===== src/rtl/uwire_pkg.sv =====
package uwire_pkg;

  localparam int ADDR_W    = 8;
  localparam int DATA_W    = 8;
  localparam int HDR_LEN   = 3 + ADDR_W + 1;      // start + opcode + address field
  localparam int FRAME_W   = HDR_LEN + DATA_W;
  localparam int SLOT_W    = $clog2(FRAME_W + 2);

  typedef enum logic [2:0] {
    OP_READ  = 3'd0,
    OP_WRITE = 3'd1,
    OP_ERASE = 3'd2,
    OP_ERAL  = 3'd3,
    OP_WRAL  = 3'd4,
    OP_WEN   = 3'd5,
    OP_WDIS  = 3'd6,
    OP_RSVD  = 3'd7
  } uw_op_e;

  typedef enum logic [1:0] {
    ST_IDLE,
    ST_FRAME,
    ST_GAP,
    ST_POLL
  } uw_state_e;

  // Full frame, left aligned: start, opcode, address field, data.
  function automatic logic [FRAME_W-1:0] uw_frame(uw_op_e op,
                                                  logic [ADDR_W-1:0] addr,
                                                  logic [DATA_W-1:0] data);
    logic [1:0]      oc;
    logic [ADDR_W:0] af;
    logic [DATA_W-1:0] dd;
    oc = 2'b00;
    af = '0;
    dd = '0;
    case (op)
      OP_READ:  begin oc = 2'b10; af = {1'b0, addr}; end
      OP_WRITE: begin oc = 2'b01; af = {1'b0, addr}; dd = data; end
      OP_ERASE: begin oc = 2'b11; af = {1'b0, addr}; end
      OP_ERAL:  af = {2'b10, {(ADDR_W-1){1'b0}}};
      OP_WRAL:  begin af = {2'b01, {(ADDR_W-1){1'b0}}}; dd = data; end
      OP_WEN:   af = {2'b11, {(ADDR_W-1){1'b0}}};
      default:  af = '0;
    endcase
    return {1'b1, oc, af, dd};
  endfunction

  function automatic logic uw_is_long(uw_op_e op);
    return (op == OP_READ) || (op == OP_WRITE) || (op == OP_WRAL);
  endfunction

  function automatic logic uw_is_prog(uw_op_e op);
    return (op == OP_WRITE) || (op == OP_ERASE) || (op == OP_ERAL) || (op == OP_WRAL);
  endfunction

endpackage


===== src/rtl/uwire_div.sv =====
module uwire_div #(
  parameter int DIV = 4
) (
  input  logic clk,
  input  logic rst_n,
  input  logic run,
  output logic tick
);
  localparam int CW = (DIV > 1) ? $clog2(DIV) : 1;
  localparam logic [CW-1:0] LAST = CW'(DIV - 1);

  logic [CW-1:0] cnt;

  assign tick = run && (cnt == LAST);

  always_ff @(posedge clk or negedge rst_n) begin
    if (!rst_n)       cnt <= '0;
    else if (!run)    cnt <= '0;
    else if (tick)    cnt <= '0;
    else              cnt <= cnt + 1'b1;
  end
endmodule


===== src/rtl/uwire_shift.sv =====
module uwire_shift #(
  parameter int W = 20
) (
  input  logic         clk,
  input  logic         rst_n,
  input  logic         load,
  input  logic [W-1:0] load_val,
  input  logic         shift,
  output logic         msb
);
  logic [W-1:0] sr;

  assign msb = sr[W-1];

  always_ff @(posedge clk or negedge rst_n) begin
    if (!rst_n)      sr <= '0;
    else if (load)   sr <= load_val;
    else if (shift)  sr <= {sr[W-2:0], 1'b0};
  end
endmodule


===== src/rtl/uwire_cap.sv =====
module uwire_cap #(
  parameter int W = 8
) (
  input  logic         clk,
  input  logic         rst_n,
  input  logic         shift,
  input  logic         din,
  output logic [W-1:0] q
);
  always_ff @(posedge clk or negedge rst_n) begin
    if (!rst_n)      q <= '0;
    else if (shift)  q <= {q[W-2:0], din};
  end
endmodule


===== src/rtl/uwire_host.sv =====
module uwire_host
  import uwire_pkg::*;
#(
  parameter int CLK_DIV  = 4,
  parameter int CSL_GAP  = 63,
  parameter int POLL_MAX = 1024
) (
  input  logic              clk,
  input  logic              rst_n,
  input  logic              cmd_valid,
  output logic              cmd_ready,
  input  logic [2:0]        cmd_op,
  input  logic [ADDR_W-1:0] cmd_addr,
  input  logic [DATA_W-1:0] cmd_wdata,
  output logic              rsp_valid,
  output logic [DATA_W-1:0] rsp_data,
  output logic              rsp_err,
  output logic              busy,
  output logic              mw_cs,
  output logic              mw_clk,
  output logic              mw_di,
  input  logic              mw_do
);
  localparam int GW = $clog2(CSL_GAP + 1) + 1;
  localparam int PW = $clog2(POLL_MAX + 1) + 1;
  localparam logic [GW-1:0]     GAP_LAST   = GW'(CSL_GAP - 1);
  localparam logic [PW-1:0]     POLL_LAST  = PW'(POLL_MAX - 1);
  localparam logic [SLOT_W-1:0] DUMMY_SLOT = SLOT_W'(HDR_LEN);
  localparam logic [SLOT_W-1:0] SHORT_N    = SLOT_W'(HDR_LEN);
  localparam logic [SLOT_W-1:0] LONG_N     = SLOT_W'(FRAME_W);

  uw_state_e          st;
  logic               cs_q, hi, is_rd, poll_pend, done_q, err_q;
  logic [SLOT_W-1:0]  slot, len_q;
  logic [GW-1:0]      gap_cnt;
  logic [PW-1:0]      polls;
  logic [DATA_W-1:0]  rdata_q, cap_q;
  logic               tick, accept, di_shift, cap_shift;
  uw_op_e             op_in;

  assign op_in     = uw_op_e'(cmd_op);
  assign cmd_ready = (st == ST_IDLE);
  assign busy      = (st != ST_IDLE);
  assign accept    = cmd_valid && cmd_ready;
  assign di_shift  = (st == ST_FRAME) && tick && hi;
  assign cap_shift = (st == ST_FRAME) && tick && !hi && is_rd &&
                     (slot > DUMMY_SLOT) && (slot < len_q);

  assign mw_cs     = cs_q;
  assign mw_clk    = hi && (st == ST_FRAME);
  assign rsp_valid = done_q;
  assign rsp_err   = err_q;
  assign rsp_data  = rdata_q;

  uwire_div #(.DIV(CLK_DIV)) u_div (
    .clk(clk), .rst_n(rst_n),
    .run((st == ST_FRAME) || (st == ST_POLL)),
    .tick(tick)
  );

  uwire_shift #(.W(FRAME_W)) u_shift (
    .clk(clk), .rst_n(rst_n),
    .load(accept), .load_val(uw_frame(op_in, cmd_addr, cmd_wdata)),
    .shift(di_shift), .msb(mw_di)
  );

  uwire_cap #(.W(DATA_W)) u_cap (
    .clk(clk), .rst_n(rst_n),
    .shift(cap_shift), .din(mw_do), .q(cap_q)
  );

  always_ff @(posedge clk or negedge rst_n) begin
    if (!rst_n) begin
      st        <= ST_IDLE;
      cs_q      <= 1'b0;
      hi        <= 1'b0;
      is_rd     <= 1'b0;
      poll_pend <= 1'b0;
      done_q    <= 1'b0;
      err_q     <= 1'b0;
      slot      <= '0;
      len_q     <= '0;
      gap_cnt   <= '0;
      polls     <= '0;
      rdata_q   <= '0;
    end else begin
      done_q <= 1'b0;
      err_q  <= 1'b0;
      case (st)
        ST_IDLE: begin
          if (accept) begin
            st        <= ST_FRAME;
            cs_q      <= 1'b1;
            hi        <= 1'b0;
            slot      <= '0;
            is_rd     <= (op_in == OP_READ);
            poll_pend <= uw_is_prog(op_in);
            len_q     <= uw_is_long(op_in) ? LONG_N : SHORT_N;
          end
        end
        ST_FRAME: begin
          if (tick) begin
            if (!hi) begin
              if (is_rd && (slot == len_q)) begin
                // tail phase: last data bit sampled, no further rising edge
                rdata_q <= {cap_q[DATA_W-2:0], mw_do};
                done_q  <= 1'b1;
                st      <= ST_GAP;
                cs_q    <= 1'b0;
                gap_cnt <= '0;
              end else begin
                hi <= 1'b1;
              end
            end else begin
              hi <= 1'b0;
              if (!is_rd && (slot == len_q - 1'b1)) begin
                st      <= ST_GAP;
                cs_q    <= 1'b0;
                gap_cnt <= '0;
                if (!poll_pend) done_q <= 1'b1;
              end else begin
                slot <= slot + 1'b1;
              end
            end
          end
        end
        ST_GAP: begin
          if (gap_cnt == GAP_LAST) begin
            if (poll_pend) begin
              st    <= ST_POLL;
              cs_q  <= 1'b1;
              hi    <= 1'b0;
              polls <= '0;
            end else begin
              st <= ST_IDLE;
            end
          end else begin
            gap_cnt <= gap_cnt + 1'b1;
          end
        end
        ST_POLL: begin
          if (tick) begin
            if (!hi) begin
              hi <= 1'b1;
            end else begin
              hi <= 1'b0;
              if (mw_do || (polls == POLL_LAST)) begin
                done_q    <= 1'b1;
                err_q     <= !mw_do;
                poll_pend <= 1'b0;
                st        <= ST_GAP;
                cs_q      <= 1'b0;
                gap_cnt   <= '0;
              end else begin
                polls <= polls + 1'b1;
              end
            end
          end
        end
        default: st <= ST_IDLE;
      endcase
    end
  end
endmodule


===== config.mk =====
export PLATFORM = sky130hd
export DESIGN_NAME = uwire_host
export DESIGN_NICKNAME = d
export VERILOG_FILES = /design/src/rtl/uwire_pkg.sv /design/src/rtl/uwire_div.sv /design/src/rtl/uwire_shift.sv /design/src/rtl/uwire_cap.sv /design/src/rtl/uwire_host.sv
export SDC_FILE = /design/constraint.sdc
export NUM_CORES = 1
export LEC_CHECK = 0
export BUFFER_PORTS_ARGS = -buffer_cell sky130_fd_sc_hd__clkbuf_2
export CAP_MARGIN = 20
export CORE_UTILIZATION = 55
export CTS_BUF_LIST = sky130_fd_sc_hd__clkbuf_4
export DETAILED_ROUTE_END_ITERATION = 10
export MAX_ROUTING_LAYER = met4
export PLACE_DENSITY = 0.81
export SLEW_MARGIN = 40
export SYNTH_ARGS = -nofsm -noshare
export SYNTH_HDL_FRONTEND = slang
export SYNTH_HIERARCHICAL = 1
export SYNTH_SLANG_ARGS = --single-unit

===== constraint.sdc =====
create_clock -name clk -period 7.1 [get_ports clk]
set_clock_uncertainty 0.15 [all_clocks]
set_input_delay 0.355 -clock clk [delete_from_list [all_inputs] [get_ports clk]]
set_output_delay 0.355 -clock clk [all_outputs]
set_load 0.02 [all_outputs]

==> qor.txt <==
status: finished clean
GPL Wtd Cong: 0.8534
Cell Area, Synth: 0.003913 mm²
vias in the first global route: 2939
row cnt: 30
HP Class: in2reg
CTS Sinks: 72
CTS tree: done
# port buffers: 37
Leakage: 1.822 nW
Req. time, crit path: 7.30 ns
Int Pwr: 0.0005335 W
final hold viol count: 0
remaining global-route overflow: 0
VDD IR-drop max: 80.97 µV
min Tclk post-route: 2.649 ns
CORE AREA: 0.006832 mm²
I/O pins: 38
Slew headroom: 55.77%
hold slack final: 0.07010 ns
CTS buffer count: 9
Via density: 5.638
Worst setup EP type: flop
Initial Util: 57.27%
overall die height: 86.34 µm
DR WL/cell: 14.13 µm
pin count of the biggest net entering global routing: 73
placed instance area: 0.004139 mm²
most frequent cells in the layout: dfrtp_1 (72), nand2_1 (46), clkbuf_2 (36)
Mapped Avg Cell Area: 9.981 µm²
drt first pass iters: 4
Power Dens Cells: 163.5 mW/mm²
CP Data Arrival Time: 2.85 ns
vias: 2971
initial antenna violation count: 0
clock network fraction of total power: 37.7%
RR Startpoint: st[0]
Net Sw Power: 0.0001686 W
Syn Inst Count: 392
GR Util All Layers: 23.54%
Final HPWL DP: 5190 µm
critical path launch point: st[0]
Clk Latency, worst-skew pair: 0.42 ns
final setup violation count: 0
max-cap violations: 0
CTS Root Cell: clkbuf_4
combinational power share: 3.8%
Clock Tree Buf Depth: 2
Area growth, synth to finish: 9.786%
Post-DRT Antenna Nets: 0
Setup TNS: 0 ns
Pins Over Slew Limit: 0
Die W: 86.34 µm
Sw Share: 24.01%
Final period util: 37.31%
post-CTS sizing: 0
Ant. Diodes: 0
crit path launch type: flop
first-pass GRT wire length: 13400 µm
DR DRC count: 0
Flop pwr share: 58.5%
proportion of layout cells with a drive suffix above 1: 19.03%
CTS clk-pin slew, worst paths: 0.12 ns
leading cell type in the layout, fill and taps excluded: dfrtp_1
slew at the pin with the worst max-slew slack: 0.6610 ns
final-layout fill cell count: 585
r2r worst-path depth: 6
final WL: 7448 µm
Worst Path Max Fanout: 21
kind of critical path: reg2reg
initial drt markers: 135
Yosys warning total: 6
unrepaired setup endpoints after global routing: no
total chip power: 0.0007021 W
RR Endpoint: polls[8]
Final Cell Area: 0.004295 mm²
Worst Setup EP: polls[8]
Layout Nets: 459
flop2flop setup slack: 4.45 ns
CTS HTree Levels: 3
DIE AREA: 0.007455 mm²
fmax: 377.5 MHz
syn nets: 425
stage by stage:
stage | worst slack, ns | utilization, % | cells
6_report | 4.451 | 62.88 | 527
5_1_grt | 4.302 | 62.88 | 527
4_1_cts | 4.303 | 62.82 | 527
3_5_place_dp | 4.313 | 60.59 | 510
3_3_place_gp | 4.371 | 60.51 | 510
2_1_floorplan | 4.840 | - | 392
power groups by stage:
stage | Combinational (W) | Sequential, W | Clock, W
2_1_floorplan | 0.0000106 | 0.000419 | 0
3_3_place_gp | 0.0000261 | 0.000419 | 0
3_5_place_dp | 0.0000271 | 0.000419 | 0
4_1_cts | 0.0000276 | 0.000411 | 0.000271
5_1_grt | 0.0000313 | 0.000411 | 0.000292
6_report | 0.0000267 | 0.000411 | 0.000265
what timing repair did:
| action | 4_1_cts | 5_1_grt |
|---|---|---|
| setup buffers | 0 | 0 |
| hold buffers | 1 | 0 |
| hold endpoints to repair | 72 | 0 |
flip-flops by register name (all words and copies together) (netlist names):
signal      flops
gap_cnt         7
hi              1
is_rd           1
len_q           3
mw_cs           1
poll_pend       1
polls          12
rsp_data        8
rsp_err         1
rsp_valid       1
slot            5
st              2
u_cap/q         7
u_div/cnt       2
u_shift/sr     20
worst min path at each step:
stage,to,depth (start not counted),start
CTS,rsp_err,2,mw_do
finish,rsp_err,2,mw_do
detailed placement,u_div/cnt[0],1,u_div/cnt[0]
floorplan,gap_cnt[0],0,rst_n
global placement,u_div/cnt[0],1,u_div/cnt[0]
global route,rsp_err,2,mw_do
critical path, cell delays in order, from the launching register on:
cell,delay (ns)
dfrtp_1,0.72
and2_2,0.36
and3_1,0.21
a41oi_2,0.06
a211o_4,0.43
or4_1,0.48
a21oi_1,0.16
final cells by class:
type | instances | area, µm² | share of cell area [%]
Sequential cell | 72 | 1802 | 41.95
Tap cell | 96 | 120.1 | 2.796
Clock buffer | 10 | 75.07 | 1.748
Inverter | 16 | 61.31 | 1.427
Clock inverter | 6 | 67.56 | 1.573
Multi-Input combinational cell | 287 | 1956 | 45.53
Timing Repair Buffer | 40 | 214.0 | 4.981
metal layers:
layer  up-vias  wire length (µm)  track usage (%)
met1      1395              3399            29.65
met3        14               348            3.905
met4         0               175            11.06
met5         -                 0                -
li1       1474                 -                -
met2        88              3524            37.30
(Power assumes the default switching activity.)
